<file path="config.mk">
export PLATFORM = sky130hd
export DESIGN_NAME = conv3x3_stream
export DESIGN_NICKNAME = d
export VERILOG_FILES = /design/src/rtl/conv3_pkg.sv /design/src/rtl/conv_rst_sync.sv /design/src/rtl/conv_fifo.sv /design/src/rtl/conv_window.sv /design/src/rtl/conv_arith.sv /design/src/rtl/conv3x3_stream.sv
export SDC_FILE = /design/constraint.sdc
export NUM_CORES = 2
export LEC_CHECK = 0
export BUFFER_PORTS_ARGS = -buffer_cell sky130_fd_sc_hd__buf_4
export CORE_MARGIN = 4
export CORE_UTILIZATION = 50
export DETAILED_ROUTE_END_ITERATION = 7
export GPL_TIMING_DRIVEN = 0
export PLACE_DENSITY = 0.65
export SLEW_MARGIN = 20
export SYNTH_ARGS = -nofsm -noshare
export SYNTH_HDL_FRONTEND = slang
export SYNTH_HIERARCHICAL = 1
export SYNTH_SLANG_ARGS = --single-unit
</file>
<file path="constraint.sdc">
create_clock -name clk_i -period 4.79 [get_ports clk_i]
set_input_delay 0.479 -clock clk_i [delete_from_list [all_inputs] [get_ports clk_i]]
set_output_delay 0.479 -clock clk_i [all_outputs]
set_load 0.01 [all_outputs]
</file>
<file path="src/rtl/conv3_pkg.sv">
package conv3_pkg;
  localparam int K     = 3;
  localparam int TAPS  = K * K;
  localparam int SEL_W = $clog2(TAPS);

  typedef enum logic [3:0] {
    ST_IDLE  = 4'b0001,
    ST_FILL0 = 4'b0010,
    ST_FILL1 = 4'b0100,
    ST_SLIDE = 4'b1000
  } lb_state_e;
endpackage

</file>
<file path="src/rtl/conv_rst_sync.sv">
module conv_rst_sync #(
  parameter int STAGES = 2
) (
  input  logic clk_i,
  input  logic arst_ni,
  output logic rst_no
);
  logic [STAGES-1:0] chain_q;

  always_ff @(posedge clk_i or negedge arst_ni) begin
    if (!arst_ni) chain_q <= '0;
    else          chain_q <= {chain_q[STAGES-2:0], 1'b1};
  end

  assign rst_no = chain_q[STAGES-1];

  // the edge that first samples the released reset still keeps the inside in reset
  p_sync_delay_r8: assert property (@(posedge clk_i) disable iff (!arst_ni)
    $rose(chain_q[0]) |-> !rst_no);
endmodule

</file>
<file path="src/rtl/conv_fifo.sv">
module conv_fifo #(
  parameter int W     = 8,
  parameter int DEPTH = 4
) (
  input  logic         clk_i,
  input  logic         rst_ni,
  input  logic         push_i,
  input  logic [W-1:0] din_i,
  output logic         full_o,
  input  logic         pop_i,
  output logic         valid_o,
  output logic [W-1:0] dout_o
);
  localparam int AW = (DEPTH > 1) ? $clog2(DEPTH) : 1;
  localparam int CW = $clog2(DEPTH + 1);

  logic [W-1:0]  mem_q [DEPTH];
  logic [AW-1:0] wr_q, rd_q;
  logic [CW-1:0] cnt_q;

  function automatic logic [AW-1:0] nxt(input logic [AW-1:0] p);
    return (p == AW'(DEPTH - 1)) ? '0 : p + 1'b1;
  endfunction

  always_ff @(posedge clk_i or negedge rst_ni) begin
    if (!rst_ni) begin
      wr_q  <= '0;
      rd_q  <= '0;
      cnt_q <= '0;
    end else begin
      if (push_i) wr_q <= nxt(wr_q);
      if (pop_i)  rd_q <= nxt(rd_q);
      if (push_i && !pop_i)      cnt_q <= cnt_q + 1'b1;
      else if (pop_i && !push_i) cnt_q <= cnt_q - 1'b1;
    end
  end

  always_ff @(posedge clk_i) begin
    if (push_i) mem_q[wr_q] <= din_i;
  end

  assign full_o  = (cnt_q == CW'(DEPTH));
  assign valid_o = (cnt_q != '0);
  assign dout_o  = mem_q[rd_q];

  p_push_room_r7: assert property (@(posedge clk_i) disable iff (!rst_ni)
    push_i |-> !full_o);
  p_pop_data_r7: assert property (@(posedge clk_i) disable iff (!rst_ni)
    pop_i |-> valid_o);
endmodule

</file>
<file path="src/rtl/conv_window.sv">
module conv_window import conv3_pkg::*; #(
  parameter int IMG_W = 128,
  parameter int IMG_H = 128,
  parameter int PIX_W = 8
) (
  input  logic                  clk_i,
  input  logic                  rst_ni,
  input  logic                  adv_i,
  input  logic                  pix_valid_i,
  input  logic [PIX_W-1:0]      pix_i,
  output logic                  take_o,
  output logic                  win_valid_o,
  output logic [TAPS*PIX_W-1:0] win_o,
  output logic                  idle_o
);
  localparam int CW = $clog2(IMG_W);
  localparam int RW = $clog2(IMG_H);

  lb_state_e      st_q, st_d;
  logic [CW-1:0]  col_q;
  logic [RW-1:0]  row_q;
  logic           wvalid_q;
  logic [PIX_W-1:0] up1_q [IMG_W];
  logic [PIX_W-1:0] up2_q [IMG_W];
  logic [PIX_W-1:0] win_q [K][K];
  logic [PIX_W-1:0] up1_rd, up2_rd;
  logic           take, col_last, row_last, centre_ok;

  assign take     = pix_valid_i && adv_i;
  assign take_o   = take;
  assign col_last = (col_q == CW'(IMG_W - 1));
  assign row_last = (row_q == RW'(IMG_H - 1));
  assign up1_rd   = up1_q[col_q];
  assign up2_rd   = up2_q[col_q];
  assign centre_ok = (st_q == ST_SLIDE) && (col_q >= CW'(K - 1));

  always_comb begin
    st_d = st_q;
    if (take) begin
      unique case (st_q)
        ST_IDLE:  st_d = ST_FILL0;
        ST_FILL0: if (col_last) st_d = ST_FILL1;
        ST_FILL1: if (col_last) st_d = ST_SLIDE;
        ST_SLIDE: if (col_last && row_last) st_d = ST_IDLE;
        default:  st_d = ST_IDLE;
      endcase
    end
  end

  always_ff @(posedge clk_i or negedge rst_ni) begin
    if (!rst_ni) begin
      st_q     <= ST_IDLE;
      col_q    <= '0;
      row_q    <= '0;
      wvalid_q <= 1'b0;
    end else begin
      st_q <= st_d;
      if (take) begin
        if (col_last) begin
          col_q <= '0;
          row_q <= row_last ? '0 : row_q + 1'b1;
        end else begin
          col_q <= col_q + 1'b1;
        end
      end
      if (adv_i) wvalid_q <= take && centre_ok;
    end
  end

  always_ff @(posedge clk_i) begin
    if (take) begin
      for (int i = 0; i < K; i++) begin
        for (int j = 0; j < K - 1; j++) win_q[i][j] <= win_q[i][j+1];
      end
      win_q[0][K-1] <= up2_rd;
      win_q[1][K-1] <= up1_rd;
      win_q[2][K-1] <= pix_i;
      up2_q[col_q]  <= up1_rd;
      up1_q[col_q]  <= pix_i;
    end
  end

  for (genvar i = 0; i < K; i++) begin : g_row
    for (genvar j = 0; j < K; j++) begin : g_col
      assign win_o[(K*i+j)*PIX_W +: PIX_W] = win_q[i][j];
    end
  end

  assign win_valid_o = wvalid_q;
  assign idle_o      = (st_q == ST_IDLE) && !wvalid_q;

  p_onehot_r4: assert property (@(posedge clk_i) disable iff (!rst_ni)
    $countones(st_q) == 1);
  p_fill_quiet_r3: assert property (@(posedge clk_i) disable iff (!rst_ni)
    (take && st_q != ST_SLIDE) |=> !wvalid_q);
  p_border_cols_r1: assert property (@(posedge clk_i) disable iff (!rst_ni)
    (take && col_q < CW'(K - 1)) |=> !wvalid_q);
  p_frame_end_r4: assert property (@(posedge clk_i) disable iff (!rst_ni)
    (take && col_last && row_last) |=> st_q == ST_IDLE);
endmodule

</file>
<file path="src/rtl/conv_arith.sv">
module conv_arith import conv3_pkg::*; #(
  parameter int PIX_W  = 8,
  parameter int COEF_W = 8
) (
  input  logic                     clk_i,
  input  logic                     rst_ni,
  input  logic                     adv_i,
  input  logic                     win_valid_i,
  input  logic [TAPS*PIX_W-1:0]    win_i,
  input  logic                     coef_we_i,
  input  logic [SEL_W-1:0]         coef_sel_i,
  input  logic signed [COEF_W-1:0] coef_val_i,
  output logic                     busy_o,
  output logic                     out_valid_o,
  output logic [PIX_W-1:0]         out_pix_o
);
  localparam int PROD_W = PIX_W + COEF_W + 1;
  localparam int ACC_W  = PROD_W + $clog2(TAPS);
  localparam logic signed [ACC_W-1:0] PMAX = ACC_W'((1 << PIX_W) - 1);

  logic signed [COEF_W-1:0] k_q  [TAPS];
  logic signed [ACC_W-1:0]  prod [TAPS];
  logic signed [ACC_W-1:0]  sum, acc_q;
  logic                     mvalid_q, ovalid_q;
  logic [PIX_W-1:0]         sat, opix_q;

  for (genvar t = 0; t < TAPS; t++) begin : g_tap
    always_ff @(posedge clk_i or negedge rst_ni) begin
      if (!rst_ni) k_q[t] <= '0;
      else if (coef_we_i && coef_sel_i == SEL_W'(t)) k_q[t] <= coef_val_i;
    end
    assign prod[t] = ACC_W'($signed({1'b0, win_i[t*PIX_W +: PIX_W]})) * ACC_W'(k_q[t]);
  end

  always_comb begin
    sum = '0;
    for (int t = 0; t < TAPS; t++) sum = sum + prod[t];
  end

  always_comb begin
    if (acc_q < 0)         sat = '0;
    else if (acc_q > PMAX) sat = '1;
    else                   sat = acc_q[PIX_W-1:0];
  end

  always_ff @(posedge clk_i or negedge rst_ni) begin
    if (!rst_ni) begin
      mvalid_q <= 1'b0;
      acc_q    <= '0;
      ovalid_q <= 1'b0;
      opix_q   <= '0;
    end else if (adv_i) begin
      mvalid_q <= win_valid_i;
      acc_q    <= sum;
      ovalid_q <= mvalid_q;
      opix_q   <= sat;
    end
  end

  assign busy_o      = mvalid_q || ovalid_q;
  assign out_valid_o = ovalid_q;
  assign out_pix_o   = opix_q;

  p_mac_stage_r6: assert property (@(posedge clk_i) disable iff (!rst_ni)
    (adv_i && win_valid_i) |=> mvalid_q);
  p_sat_stage_r6: assert property (@(posedge clk_i) disable iff (!rst_ni)
    (adv_i && mvalid_q) |=> ovalid_q);
  p_clamp_low_r5: assert property (@(posedge clk_i) disable iff (!rst_ni)
    (adv_i && mvalid_q && acc_q < 0) |=> out_pix_o == '0);
  p_clamp_high_r5: assert property (@(posedge clk_i) disable iff (!rst_ni)
    (adv_i && mvalid_q && acc_q > PMAX) |=> out_pix_o == '1);
endmodule

</file>
<file path="src/rtl/conv3x3_stream.sv">
module conv3x3_stream import conv3_pkg::*; #(
  parameter int IMG_W      = 128,
  parameter int IMG_H      = 128,
  parameter int PIX_W      = 8,
  parameter int COEF_W     = 8,
  parameter int FIFO_DEPTH = 4,
  parameter int SYNC_STAGES = 2
) (
  input  logic                     clk_i,
  input  logic                     arst_ni,
  input  logic                     in_valid_i,
  output logic                     in_ready_o,
  input  logic [PIX_W-1:0]         in_pixel_i,
  input  logic                     coef_we_i,
  input  logic [SEL_W-1:0]         coef_sel_i,
  input  logic signed [COEF_W-1:0] coef_val_i,
  output logic                     out_valid_o,
  input  logic                     out_ready_i,
  output logic [PIX_W-1:0]         out_pixel_o
);
  logic                  rst_n, adv, push, take;
  logic                  fifo_full, fifo_valid;
  logic [PIX_W-1:0]      fifo_data;
  logic                  win_valid, win_idle, arith_busy, idle, coef_ok;
  logic [TAPS*PIX_W-1:0] win;

  conv_rst_sync #(.STAGES(SYNC_STAGES)) u_sync (
    .clk_i(clk_i), .arst_ni(arst_ni), .rst_no(rst_n)
  );

  assign adv        = !out_valid_o || out_ready_i;
  assign in_ready_o = rst_n && !fifo_full;
  assign push       = in_valid_i && in_ready_o;

  conv_fifo #(.W(PIX_W), .DEPTH(FIFO_DEPTH)) u_fifo (
    .clk_i(clk_i), .rst_ni(rst_n),
    .push_i(push), .din_i(in_pixel_i), .full_o(fifo_full),
    .pop_i(take), .valid_o(fifo_valid), .dout_o(fifo_data)
  );

  conv_window #(.IMG_W(IMG_W), .IMG_H(IMG_H), .PIX_W(PIX_W)) u_win (
    .clk_i(clk_i), .rst_ni(rst_n), .adv_i(adv),
    .pix_valid_i(fifo_valid), .pix_i(fifo_data), .take_o(take),
    .win_valid_o(win_valid), .win_o(win), .idle_o(win_idle)
  );

  assign idle    = win_idle && !fifo_valid && !arith_busy;
  assign coef_ok = coef_we_i && idle;

  conv_arith #(.PIX_W(PIX_W), .COEF_W(COEF_W)) u_arith (
    .clk_i(clk_i), .rst_ni(rst_n), .adv_i(adv),
    .win_valid_i(win_valid), .win_i(win),
    .coef_we_i(coef_ok), .coef_sel_i(coef_sel_i), .coef_val_i(coef_val_i),
    .busy_o(arith_busy), .out_valid_o(out_valid_o), .out_pix_o(out_pixel_o)
  );

  p_hold_r7: assert property (@(posedge clk_i) disable iff (!rst_n)
    (out_valid_o && !out_ready_i) |=> (out_valid_o && $stable(out_pixel_o)));

  always_comb begin
    if (!rst_n) p_reset_gate_r8: assert (!in_ready_o && !out_valid_o);
  end
endmodule

</file>
==> metrics.txt <==
Final Max Tran Viols=14; unrepaired setup endpoints after global routing=yes; Bufs on Longest Clock Path=3; Net count, final=~9100; mapped cell area=roughly 110000 um^2; Critical-path top delay cell=fa_2; I/O pin total=35; port buffer count=31; first-pass GRT wire length=706 mm; Final GP Congestion=1.08; DIE HEIGHT=roughly 480 um; total track usage=47.2%; Primary FF master, synth=edfxtp_1; worst endpoint required time=5.56 ns; syn_area_per_cell=~15 um^2; CTS root buffer=clkbuf_16; final setup fails=between 800 and 900; slew margin rel.=-5.20%; Die W=approximately 480 um; Congestion Overflow GR=0; minimum period implied by the final worst setup slack=between 10 and 15 ns; # rows=172; vias in the first global route=74500; largest net degree at the start of global routing=71; worst-margin pin slew=between 1.5 and 2 ns; DRT Pass-1 Iters=8; vias after detailed routing=79000; CP max stage delay=approximately 0.62 ns; die area=229000 um^2; Max Fclk=around 86 MHz; CP top delay family=adder cells; crit-path max FO=8; WL per Instance=~48 um; register area share after synthesis=61.3%; Worst Path Buf+Inv=12; Residual DRC=4; crit start category=register; number of routed nets with antenna violations=0; Worst R2R Setup Slack=-6.85 ns; Placement Setup Slack=-7.39 ns; MaxCap Viol Count=1; TritonCTS clock tree=yes; critical path class=reg2reg; Critical Path End Type=register; via-per-instance ratio=6.94; asr flop ratio synth=5.74%; crit-path most repeated cell=fa_1; CTS clock-pin slew for the worst setup and hold paths=roughly 0.07 ns; status=complete, but fails checks; Final period util=243%; Post-DP HPWL=about 400 mm; Layout Area Growth over Synthesis=19.9%; #FFs+latches synth=roughly 2300; number of synthesized flops with an enable pin=between 2000 and 2500; share of post-route cells with drive strength above 1=between 20% and 30%; Synth area leaders=edfxtp_1 (58%), fa_1 (9.8%), ha_1 (4.0%), dfrtp_1 (2.9%), inv_1 (2.5%); Synth Instances=between 7000 and 8000; worst-skew pair later-pin latency=between 0.9 and 1 ns; Yosys top cell by area=edfxtp_1; CORE AREA=between 200000 and 250000 um^2; CTS sink count=about 2300; YS warnings=6; final hold viol count=0; routed wire length=between 500 and 600 mm; Initial DRC Count=approximately 14000; number of antenna violations at the first check in global routing=78; hold crit path type=in2reg; PnR worst setup slack=-6.85 ns; top-area cell type share of the netlist area=about three fifths; Post-Syn Nets=approximately 8400; number of buffers created by CTS=237; Clock Skew=approximately 0.075 ns; Yosys cell types=99; Critical Path AT=around 12 ns; failing checks=DRC, capacitance limit, slew limit, setup timing; H-tree depth=4; initial core utilization=roughly half
cell type report:
class                   count  area, um^2
diodes                     80         200
plain buffers             391        2710
clock buffers             276        6140
clock inverters           170        1840
fillers                 16800       87200
inverters                 756        2850
multi-input cells        4074       40900
flip-flops and latches   2283       67900
well taps                2958        3700
repair buffers            389        6480
path summary, 6_finish.rpt:
kind,startpoint,end,cells after the start
worst min-delay path,coef_val_i[5],u_arith/k_q[45]$_DFFE_PN0P_,2
worst max register to register,u_win/win_q[0][6]$_DFFE_PN_,u_arith/acc_q[15]$_DFFE_PN0P_,41
max in group asynchronous,u_sync/chain_q[1]$_DFF_PN0_,u_arith/k_q[55]$_DFFE_PN0P_,3
worst max-delay path,u_win/win_q[0][6]$_DFFE_PN_,u_arith/acc_q[15]$_DFFE_PN0P_,41
worst min register to register,u_sync/chain_q[1]$_DFF_PN0_,u_fifo/cnt_q[2]$_DFFE_PN0P_,0
min in group asynchronous,u_sync/chain_q[1]$_DFF_PN0_,u_fifo/cnt_q[2]$_DFFE_PN0P_,0
state kept, by name, indices dropped and copies added, names as in the netlist, 8 cells and up:
name               count
u_arith/acc_q         21
u_arith/k_q           72
u_arith/out_pix_o      8
u_fifo/mem_q          32
u_win/up1_q         1024
u_win/up2_q         1024
u_win/win_q           72
routing by layer:
layer | vias up | wire [um] | GRT usage [%]
met5 | - | 415 | 0.580
met3 | 2027 | 76100 | 19.9
met2 | 6911 | 230000 | 67.4
met4 | 34 | 58900 | 40.1
met1 | 40600 | 177000 | 55.0
li1 | 29400 | - | -
stage by stage:
step           cell area, um^2  cells  utilization, %  hold slack, ns   TNS, ns
2_1_floorplan           111000   7509               -           0.183   -152.20
3_3_place_gp            115000  10500            52.4           0.262         -
3_5_place_dp            122000  10700            55.3           0.190  -1821.46
4_1_cts                 132000  11300            60.0          0.0239   -113.02
5_1_grt                 133000  11300            60.3          0.0233   -119.20
6_report                133000  11400            60.3          0.0684   -214.52
cells in the final DEF, fill, tap and decap left out, drive strengths merged, types with 153 or more instances in the layout:
master,n
mux2,185
clkbuf,443
inv,760
a221oi,247
edfxtp,2152
o21ai,153
and2,323
a22oi,184
nor2,270
buf,593
a21oi,218
ha,356
nand2,421
fa,541
kinds of logic (layout without fill, tap and decap cells):
family,Yosys count,count (layout),synth area share (%)
AO/OA/AOI/OAI,1400,1403,9.52
XOR/XNOR,63,63,0.512
adder cells (fa/ha/maj),897,897,13.8
buffers and inverters,1155,1982,4.24
flip-flops,2283,2283,61.3
multiplexers,392,392,4.59
other,1,81,0.00339
AND/OR/NAND/NOR,1318,1318,6.00
cells in the mapped netlist, types with 24 or more instances:
cell	count
a211oi_1	26
a21bo_2	31
a21o_1	25
a21oi_1	218
a221o_1	65
a221oi_1	246
a222oi_1	59
a22o_1	66
a22oi_1	184
and2_1	313
buf_1	41
buf_2	157
buf_4	25
clkbuf_1	166
dfrtp_1	130
edfxtp_1	2152
fa_1	541
ha_1	356
inv_1	752
mux2_2	166
mux2i_1	133
mux4_2	74
nand2_1	421
nand2b_1	56
nand3_1	25
nand3b_1	37
nor2_1	269
nor2b_1	42
nor3_1	26
o21ai_0	145
o221ai_1	32
o22ai_1	81
o2bb2ai_1	24
xnor2_1	44
timing repair:
item,in CTS,in global routing
resized for setup,349,114
hold buffers,15,0
endpoints found under the setup margin,2303,399
hold endpoints to repair,60,0
cloned,3,1
setup buffers,83,25
pin swaps,96,47
Power is not shown: default switching activity piles up to over one toggle a cycle in this logic, so the estimate is an artifact.
